==> src/rtl/twi_pkg.sv <==
package twi_pkg;

  typedef enum logic [2:0] {
    ST_IDLE,
    ST_DEV,
    ST_REG,
    ST_WR,
    ST_RD,
    ST_SKIP
  } twi_state_e;

  // device byte carries 7 address bits above the direction bit
  function automatic logic addr_match(input logic [7:0] b, input logic [6:0] dev);
    return b[7:1] == dev;
  endfunction

  function automatic logic dir_is_read(input logic [7:0] b);
    return b[0];
  endfunction

endpackage

==> src/rtl/twi_sync.sv <==
module twi_sync #(
  parameter int          W       = 2,
  parameter logic [W-1:0] RST_VAL = '1
) (
  input  logic         clk,
  input  logic         rst_n,
  input  logic [W-1:0] d_i,
  output logic [W-1:0] q_o
);
  for (genvar i = 0; i < W; i++) begin : g_bit
    logic meta, hold;
    always_ff @(posedge clk or negedge rst_n) begin
      if (!rst_n) begin
        meta <= RST_VAL[i];
        hold <= RST_VAL[i];
      end else begin
        meta <= d_i[i];
        hold <= meta;
      end
    end
    assign q_o[i] = hold;
  end
endmodule

==> src/rtl/twi_cond.sv <==
module twi_cond (
  input  logic clk,
  input  logic rst_n,
  input  logic scl_s,
  input  logic sda_s,
  output logic ev_rise,
  output logic ev_fall,
  output logic ev_start,
  output logic ev_stop
);
  logic scl_q, sda_q;

  always_ff @(posedge clk or negedge rst_n) begin
    if (!rst_n) begin
      scl_q <= 1'b1;
      sda_q <= 1'b1;
    end else begin
      scl_q <= scl_s;
      sda_q <= sda_s;
    end
  end

  assign ev_rise  = scl_s & ~scl_q;
  assign ev_fall  = ~scl_s & scl_q;
  assign ev_start = scl_s & scl_q & sda_q & ~sda_s;
  assign ev_stop  = scl_s & scl_q & ~sda_q & sda_s;
endmodule

==> src/rtl/twi_engine.sv <==
module twi_engine
  import twi_pkg::*;
#(
  parameter logic [6:0] DEV_ADDR = 7'h5C,
  parameter int         AW       = 8,
  parameter int         DW       = 16
) (
  input  logic          clk,
  input  logic          rst_n,
  input  logic          sda_s,
  input  logic          ev_rise,
  input  logic          ev_fall,
  input  logic          ev_start,
  input  logic          ev_stop,
  input  logic [DW-1:0] rdata,
  output logic          sda_oe,
  output logic [AW-1:0] ptr,
  output logic [DW-1:0] wdata,
  output logic          we,
  output twi_state_e    state
);
  localparam int BPW = DW / 8;
  localparam int BW  = (BPW > 1) ? $clog2(BPW) : 1;
  localparam logic [BW-1:0] LAST_B = BW'(BPW - 1);

  logic [2:0]    cnt;
  logic          got8, in_ack, nack, rw;
  logic [7:0]    shreg;
  logic [DW-9:0] acc;
  logic [DW-1:0] acc_next;
  logic [DW-1:0] tx;
  logic [BW-1:0] bidx;

  assign acc_next = {acc, shreg};

  always_ff @(posedge clk or negedge rst_n) begin
    if (!rst_n) begin
      state  <= ST_IDLE;
      cnt    <= '0;
      got8   <= 1'b0;
      in_ack <= 1'b0;
      nack   <= 1'b0;
      rw     <= 1'b0;
      shreg  <= '0;
      acc    <= '0;
      tx     <= '0;
      bidx   <= '0;
      ptr    <= '0;
      sda_oe <= 1'b0;
      we     <= 1'b0;
      wdata  <= '0;
    end else begin
      we <= 1'b0;
      if (we) ptr <= ptr + AW'(1);
      if (ev_start || ev_stop) begin
        state  <= ev_start ? ST_DEV : ST_IDLE;
        cnt    <= '0;
        got8   <= 1'b0;
        in_ack <= 1'b0;
        nack   <= 1'b0;
        bidx   <= '0;
        sda_oe <= 1'b0;
      end else begin
        unique case (state)
          ST_DEV, ST_REG, ST_WR: begin
            if (!in_ack) begin
              if (ev_rise) begin
                shreg <= {shreg[6:0], sda_s};
                cnt   <= cnt + 3'd1;
                got8  <= (cnt == 3'd7);
              end else if (ev_fall && got8) begin
                got8 <= 1'b0;
                if (state == ST_DEV) begin
                  if (addr_match(shreg, DEV_ADDR)) begin
                    sda_oe <= 1'b1;
                    in_ack <= 1'b1;
                    rw     <= dir_is_read(shreg);
                  end else begin
                    state <= ST_SKIP;
                  end
                end else if (state == ST_REG) begin
                  sda_oe <= 1'b1;
                  in_ack <= 1'b1;
                  ptr    <= AW'(shreg);
                end else begin
                  sda_oe <= 1'b1;
                  in_ack <= 1'b1;
                  if (bidx == LAST_B) begin
                    we    <= 1'b1;
                    wdata <= acc_next;
                    bidx  <= '0;
                  end else begin
                    acc  <= acc_next[DW-9:0];
                    bidx <= bidx + BW'(1);
                  end
                end
              end
            end else if (ev_fall) begin
              in_ack <= 1'b0;
              sda_oe <= 1'b0;
              if (state == ST_DEV) begin
                if (rw) begin
                  state  <= ST_RD;
                  tx     <= rdata;
                  sda_oe <= ~rdata[DW-1];
                  cnt    <= '0;
                end else begin
                  state <= ST_REG;
                end
              end else if (state == ST_REG) begin
                state <= ST_WR;
              end
            end
          end
          ST_RD: begin
            if (!in_ack) begin
              if (ev_fall) begin
                if (cnt == 3'd7) begin
                  sda_oe <= 1'b0;
                  in_ack <= 1'b1;
                  nack   <= 1'b0;
                  cnt    <= '0;
                  if (bidx == LAST_B) begin
                    bidx <= '0;
                    ptr  <= ptr + AW'(1);
                  end else begin
                    bidx <= bidx + BW'(1);
                  end
                end else begin
                  tx     <= tx << 1;
                  sda_oe <= ~tx[DW-2];
                  cnt    <= cnt + 3'd1;
                end
              end
            end else begin
              if (ev_rise) begin
                nack <= sda_s;
              end else if (ev_fall) begin
                in_ack <= 1'b0;
                if (nack) begin
                  state <= ST_SKIP;
                end else if (bidx == '0) begin
                  tx     <= rdata;
                  sda_oe <= ~rdata[DW-1];
                end else begin
                  tx     <= tx << 1;
                  sda_oe <= ~tx[DW-2];
                end
              end
            end
          end
          default: ;
        endcase
      end
    end
  end
endmodule

==> src/rtl/twi_reg_slave.sv <==
module twi_reg_slave
  import twi_pkg::*;
#(
  parameter logic [6:0] DEV_ADDR = 7'h5C,
  parameter int         AW       = 8,
  parameter int         DW       = 16
) (
  input  logic          clk,
  input  logic          rst_n,
  input  logic          scl_i,
  input  logic          sda_i,
  output logic          sda_oe,
  output logic [AW-1:0] reg_addr,
  output logic [DW-1:0] reg_wdata,
  output logic          reg_we,
  input  logic [DW-1:0] reg_rdata
);
  logic [1:0] pads_s;
  logic       scl_s, sda_s;
  logic       ev_rise, ev_fall, ev_start, ev_stop;
  twi_state_e state;

  twi_sync #(.W(2), .RST_VAL(2'b11)) i_sync (
    .clk   (clk),
    .rst_n (rst_n),
    .d_i   ({scl_i, sda_i}),
    .q_o   (pads_s)
  );
  assign scl_s = pads_s[1];
  assign sda_s = pads_s[0];

  twi_cond i_cond (
    .clk      (clk),
    .rst_n    (rst_n),
    .scl_s    (scl_s),
    .sda_s    (sda_s),
    .ev_rise  (ev_rise),
    .ev_fall  (ev_fall),
    .ev_start (ev_start),
    .ev_stop  (ev_stop)
  );

  twi_engine #(.DEV_ADDR(DEV_ADDR), .AW(AW), .DW(DW)) i_engine (
    .clk      (clk),
    .rst_n    (rst_n),
    .sda_s    (sda_s),
    .ev_rise  (ev_rise),
    .ev_fall  (ev_fall),
    .ev_start (ev_start),
    .ev_stop  (ev_stop),
    .rdata    (reg_rdata),
    .sda_oe   (sda_oe),
    .ptr      (reg_addr),
    .wdata    (reg_wdata),
    .we       (reg_we),
    .state    (state)
  );
endmodule

==> config.mk <==
export PLATFORM = sky130hd
export DESIGN_NAME = twi_reg_slave
export DESIGN_NICKNAME = d
export VERILOG_FILES = /design/src/rtl/twi_pkg.sv /design/src/rtl/twi_sync.sv /design/src/rtl/twi_cond.sv /design/src/rtl/twi_engine.sv /design/src/rtl/twi_reg_slave.sv
export SDC_FILE = /design/constraint.sdc
export NUM_CORES = 1
export LEC_CHECK = 0
export ABC_AREA = 0
export BUFFER_PORTS_ARGS = -buffer_cell sky130_fd_sc_hd__buf_2
export CAP_MARGIN = 10
export CORE_MARGIN = 4
export CORE_UTILIZATION = 45
export DETAILED_ROUTE_END_ITERATION = 10
export PLACE_DENSITY = 0.65
export SLEW_MARGIN = 20
export SYNTH_ARGS = -nofsm -noshare
export SYNTH_HDL_FRONTEND = slang
export SYNTH_SLANG_ARGS = --single-unit
export TNS_END_PERCENT = 10
==> constraint.sdc <==
create_clock -name clk -period 4.3 [get_ports clk]
set_input_delay 0 -clock clk [delete_from_list [all_inputs] [get_ports clk]]
set_output_delay 0 -clock clk [all_outputs]
set_load 0.01 [all_outputs]
==> out/results.tsv <==
metric	value	unit
Worst Skew	0.01036	ns
top cells by count, synth	68 x dfrtp_1, 42 x nand2_1, 26 x o21ai_0	
TNS Setup	0	ns
clock power share	0.267	
I/O pins	46	
sequential area share after synthesis	0.4739	
number of nets in the layout	434	
clk sinks	74	
die footprint	10280	um^2
Ys Warns	0	
via count	3001	
Wirelength per Cell	16.74	um
TritonCTS Buffers	9	
final hold violations	0	
mapped cell area	3924	um^2
FF-to-FF End	i_engine.wdata[13]	
combinational share of power	0.269	
Area contributors post-synth	dfrtp_1 43%, mux2_2 6.3%, mux2i_1 4.6%, dfstp_2 4.0%, nand2_1 4.0%	
cell accounting for the most synthesized area	dfrtp_1	
hold_ws	0.2092	ns
RR Startpoint	i_sync.g_bit[0].hold	
Cells after Synth	358	
RSZ-0062 raised after global routing	no	
Worst slew margin	0.3410	
crit path launch	i_sync.g_bit[0].hold	
largest net degree at the start of global routing	75	
fmax	364.5	MHz
worst r2r path cells	5	
DR vias/cell	5.793	
Seq pwr share	0.464	
Final Max Slew Viols	0	
synth-to-layout area growth	16.23	%
post-synth cell types	71	
share of synthesized registers carrying an async set or reset	1.000	
initial antenna violation count	0	
Final GP Congestion	0.9358	
clock root buffer	clkbuf_8	
CP required	4.55	ns
worst hold path class	input pin to flip-flop	
status	finished clean	
Initial DRT Pass Iterations	5	
Crit Path Max Fanout	16	
cell row count	33	
Finish-stage setup viols	0	
Synth Register Bits	74	
Tot GR Track Use	0.1783	
Crit. End Element	flip-flop	
Starting Density	0.4704	
port bufs	45	
FF-to-FF setup slack	1.56	ns
Final min period	2.743	ns
Syn Area/Cell	10.96	um^2
main flop type after synthesis	dfrtp_1	
switching share of power	0.3650	
detailed router's first-iteration violation count	209	
Detail Route Antenna Nets	0	
critical path class	flip-flop to flip-flop	
max cap viols	0	
TritonCTS clock tree	built	
internal power	1.351	mW
Tightest Pin Transition	0.9883	ns
arrival time worst endpoint	2.99	ns
DP Wirelength	5.592	mm
post_cts resized	0	
Reg clk slew, reported paths	0.09	ns
Residual DRC	0	
PD cells	466.7	nW/um^2
crit path to	i_engine.wdata[13]	
post-synth top area share	0.4337	
VDD IR max	0.2762	mV
final wirelength	8.670	mm
startpoint class of the critical path	flip-flop	
Clock Tree Buf Depth	2	
Syn Nets	384	
dominant cell by count in the synthesized netlist	dfrtp_1	
# fillers	737	
Post-synth EDFFs	0	
core area	8341	um^2
overflow left after global routing	0	
clk_lat worst skew	0.35	ns
vias in the first global route	2937	
first-pass GRT wire length	14.41	mm
net switching power	0.7769	mW
leakage	2.199	nW
share of cells above drive strength 1	0.2736	
htree depth	3	
# diodes	0	
Chip Width	101.4	um
Final period util	0.6379	
Chip Height	101.4	um
Post-Route Utilization	0.5468	
==> worst max-delay path: stages, from the launching register on <==
cell and delay, ns:
dfstp_2 0.58, xor2_1 0.14, and2_2 0.33, nor3_2 0.31, and4_1 0.87, mux2_2 0.42
==> power by group through the flow <==
stage / clock network (mW) / registers (mW) / logic, mW
CTS: 0.585 / 0.986 / 0.561
finish: 0.569 / 0.987 / 0.572
floorplan: 0 / 0.923 / 0.453
global placement: 0 / 0.990 / 0.531
detailed placement: 0 / 0.997 / 0.547
global route: 0.614 / 1.01 / 0.644
==> placed cells by master (no fill, tap or decap), types with 3 or more instances in the layout <==
cell | synthesis | routed
a21oi_1 | 10 | 10
a32oi_1 | 3 | 3
buf_2 | 8 | 44
clkbuf_8 | 0 | 9
dfrtp_1 | 68 | 68
dfstp_2 | 6 | 6
dlygate4sd3_1 | 0 | 18
ha_1 | 6 | 6
inv_1 | 6 | 6
mux2_2 | 22 | 22
mux2_4 | 10 | 10
mux2i_1 | 18 | 18
nand2_1 | 42 | 42
nand2b_1 | 3 | 3
nand3_1 | 9 | 9
nand4_1 | 5 | 5
nor2_1 | 11 | 11
nor2b_1 | 3 | 3
nor3_1 | 3 | 3
o211ai_1 | 12 | 12
o21ai_0 | 26 | 26
o2bb2ai_1 | 3 | 3
xnor2_1 | 6 | 6
xor2_1 | 6 | 6
==> cells by family after synthesis <==
logic type / count (synthesis) / synth area share
mux: 50 / 0.1473
buf+inv: 30 / 0.03826
xor+xnor: 12 / 0.02679
compound gates: 83 / 0.1457
fa+ha+maj: 6 / 0.01913
flops: 74 / 0.4739
simple gates: 103 / 0.1489
==> sequential cells by signal, indices dropped and copies added, names as in the netlist, 3 cells and up <==
signal,flops
i_engine.acc,8
i_engine.cnt,3
i_engine.ptr,8
i_engine.shreg,8
i_engine.state,3
i_engine.tx,15
i_engine.wdata,16
==> final cells by class <==
class	instances	area, um^2	area share
clock buffer	9	123.9	0.02716
clock inverter	7	83.83	0.01838
inverter	6	22.52	0.004938
multi-input combinational	254	1932	0.4236
sequential	74	1859	0.4077
tap	105	131.4	0.02881
timing repair buffer	63	407.9	0.08944
==> worst min-delay path by stage <==
stage,startpoint,end,slack [ns],depth (start not counted)
global route,reg_rdata[15],i_engine.sda_oe,0.27,6
detailed placement,sda_i,i_sync.g_bit[0].meta,0.11,1
global placement,sda_i,i_sync.g_bit[0].meta,0.11,1
CTS,reg_rdata[15],i_engine.sda_oe,0.20,6
finish,reg_rdata[15],i_engine.sda_oe,0.21,6
floorplan,rst_n,i_engine.acc[0],-0.30,0
==> metrics by stage <==
stage / instances / total power, mW / worst slack, ns / area [um^2]
after floorplan: 358 / 1.376 / 2.006 / 3924
after global placement: 484 / 1.521 / 1.589 / 4161
after detailed placement: 484 / 1.544 / 1.555 / 4161
after CTS: 518 / 2.132 / 1.545 / 4549
after global routing: 518 / 2.266 / 1.469 / 4561
final: 518 / 2.128 / 1.557 / 4561
==> routing by layer <==
metal / share of wire / vias to the layer above / track usage / routed length (um)
met5: 0 / - / 0 / 0
met4: 0.023 / 0 / 0.07873 / 198
met3: 0.054 / 20 / 0.03719 / 472
met2: 0.47 / 108 / 0.2772 / 4084
met1: 0.45 / 1449 / 0.2414 / 3915
li1: - / 1424 / - / -
==> repair_timing <==
item	4_1_cts	5_1_grt
setup buffers	0	0
hold buffers	18	0
endpoints found under the hold margin	85	0
setup endpoints to repair	0	0
Power figures use the tool's default switching activity.
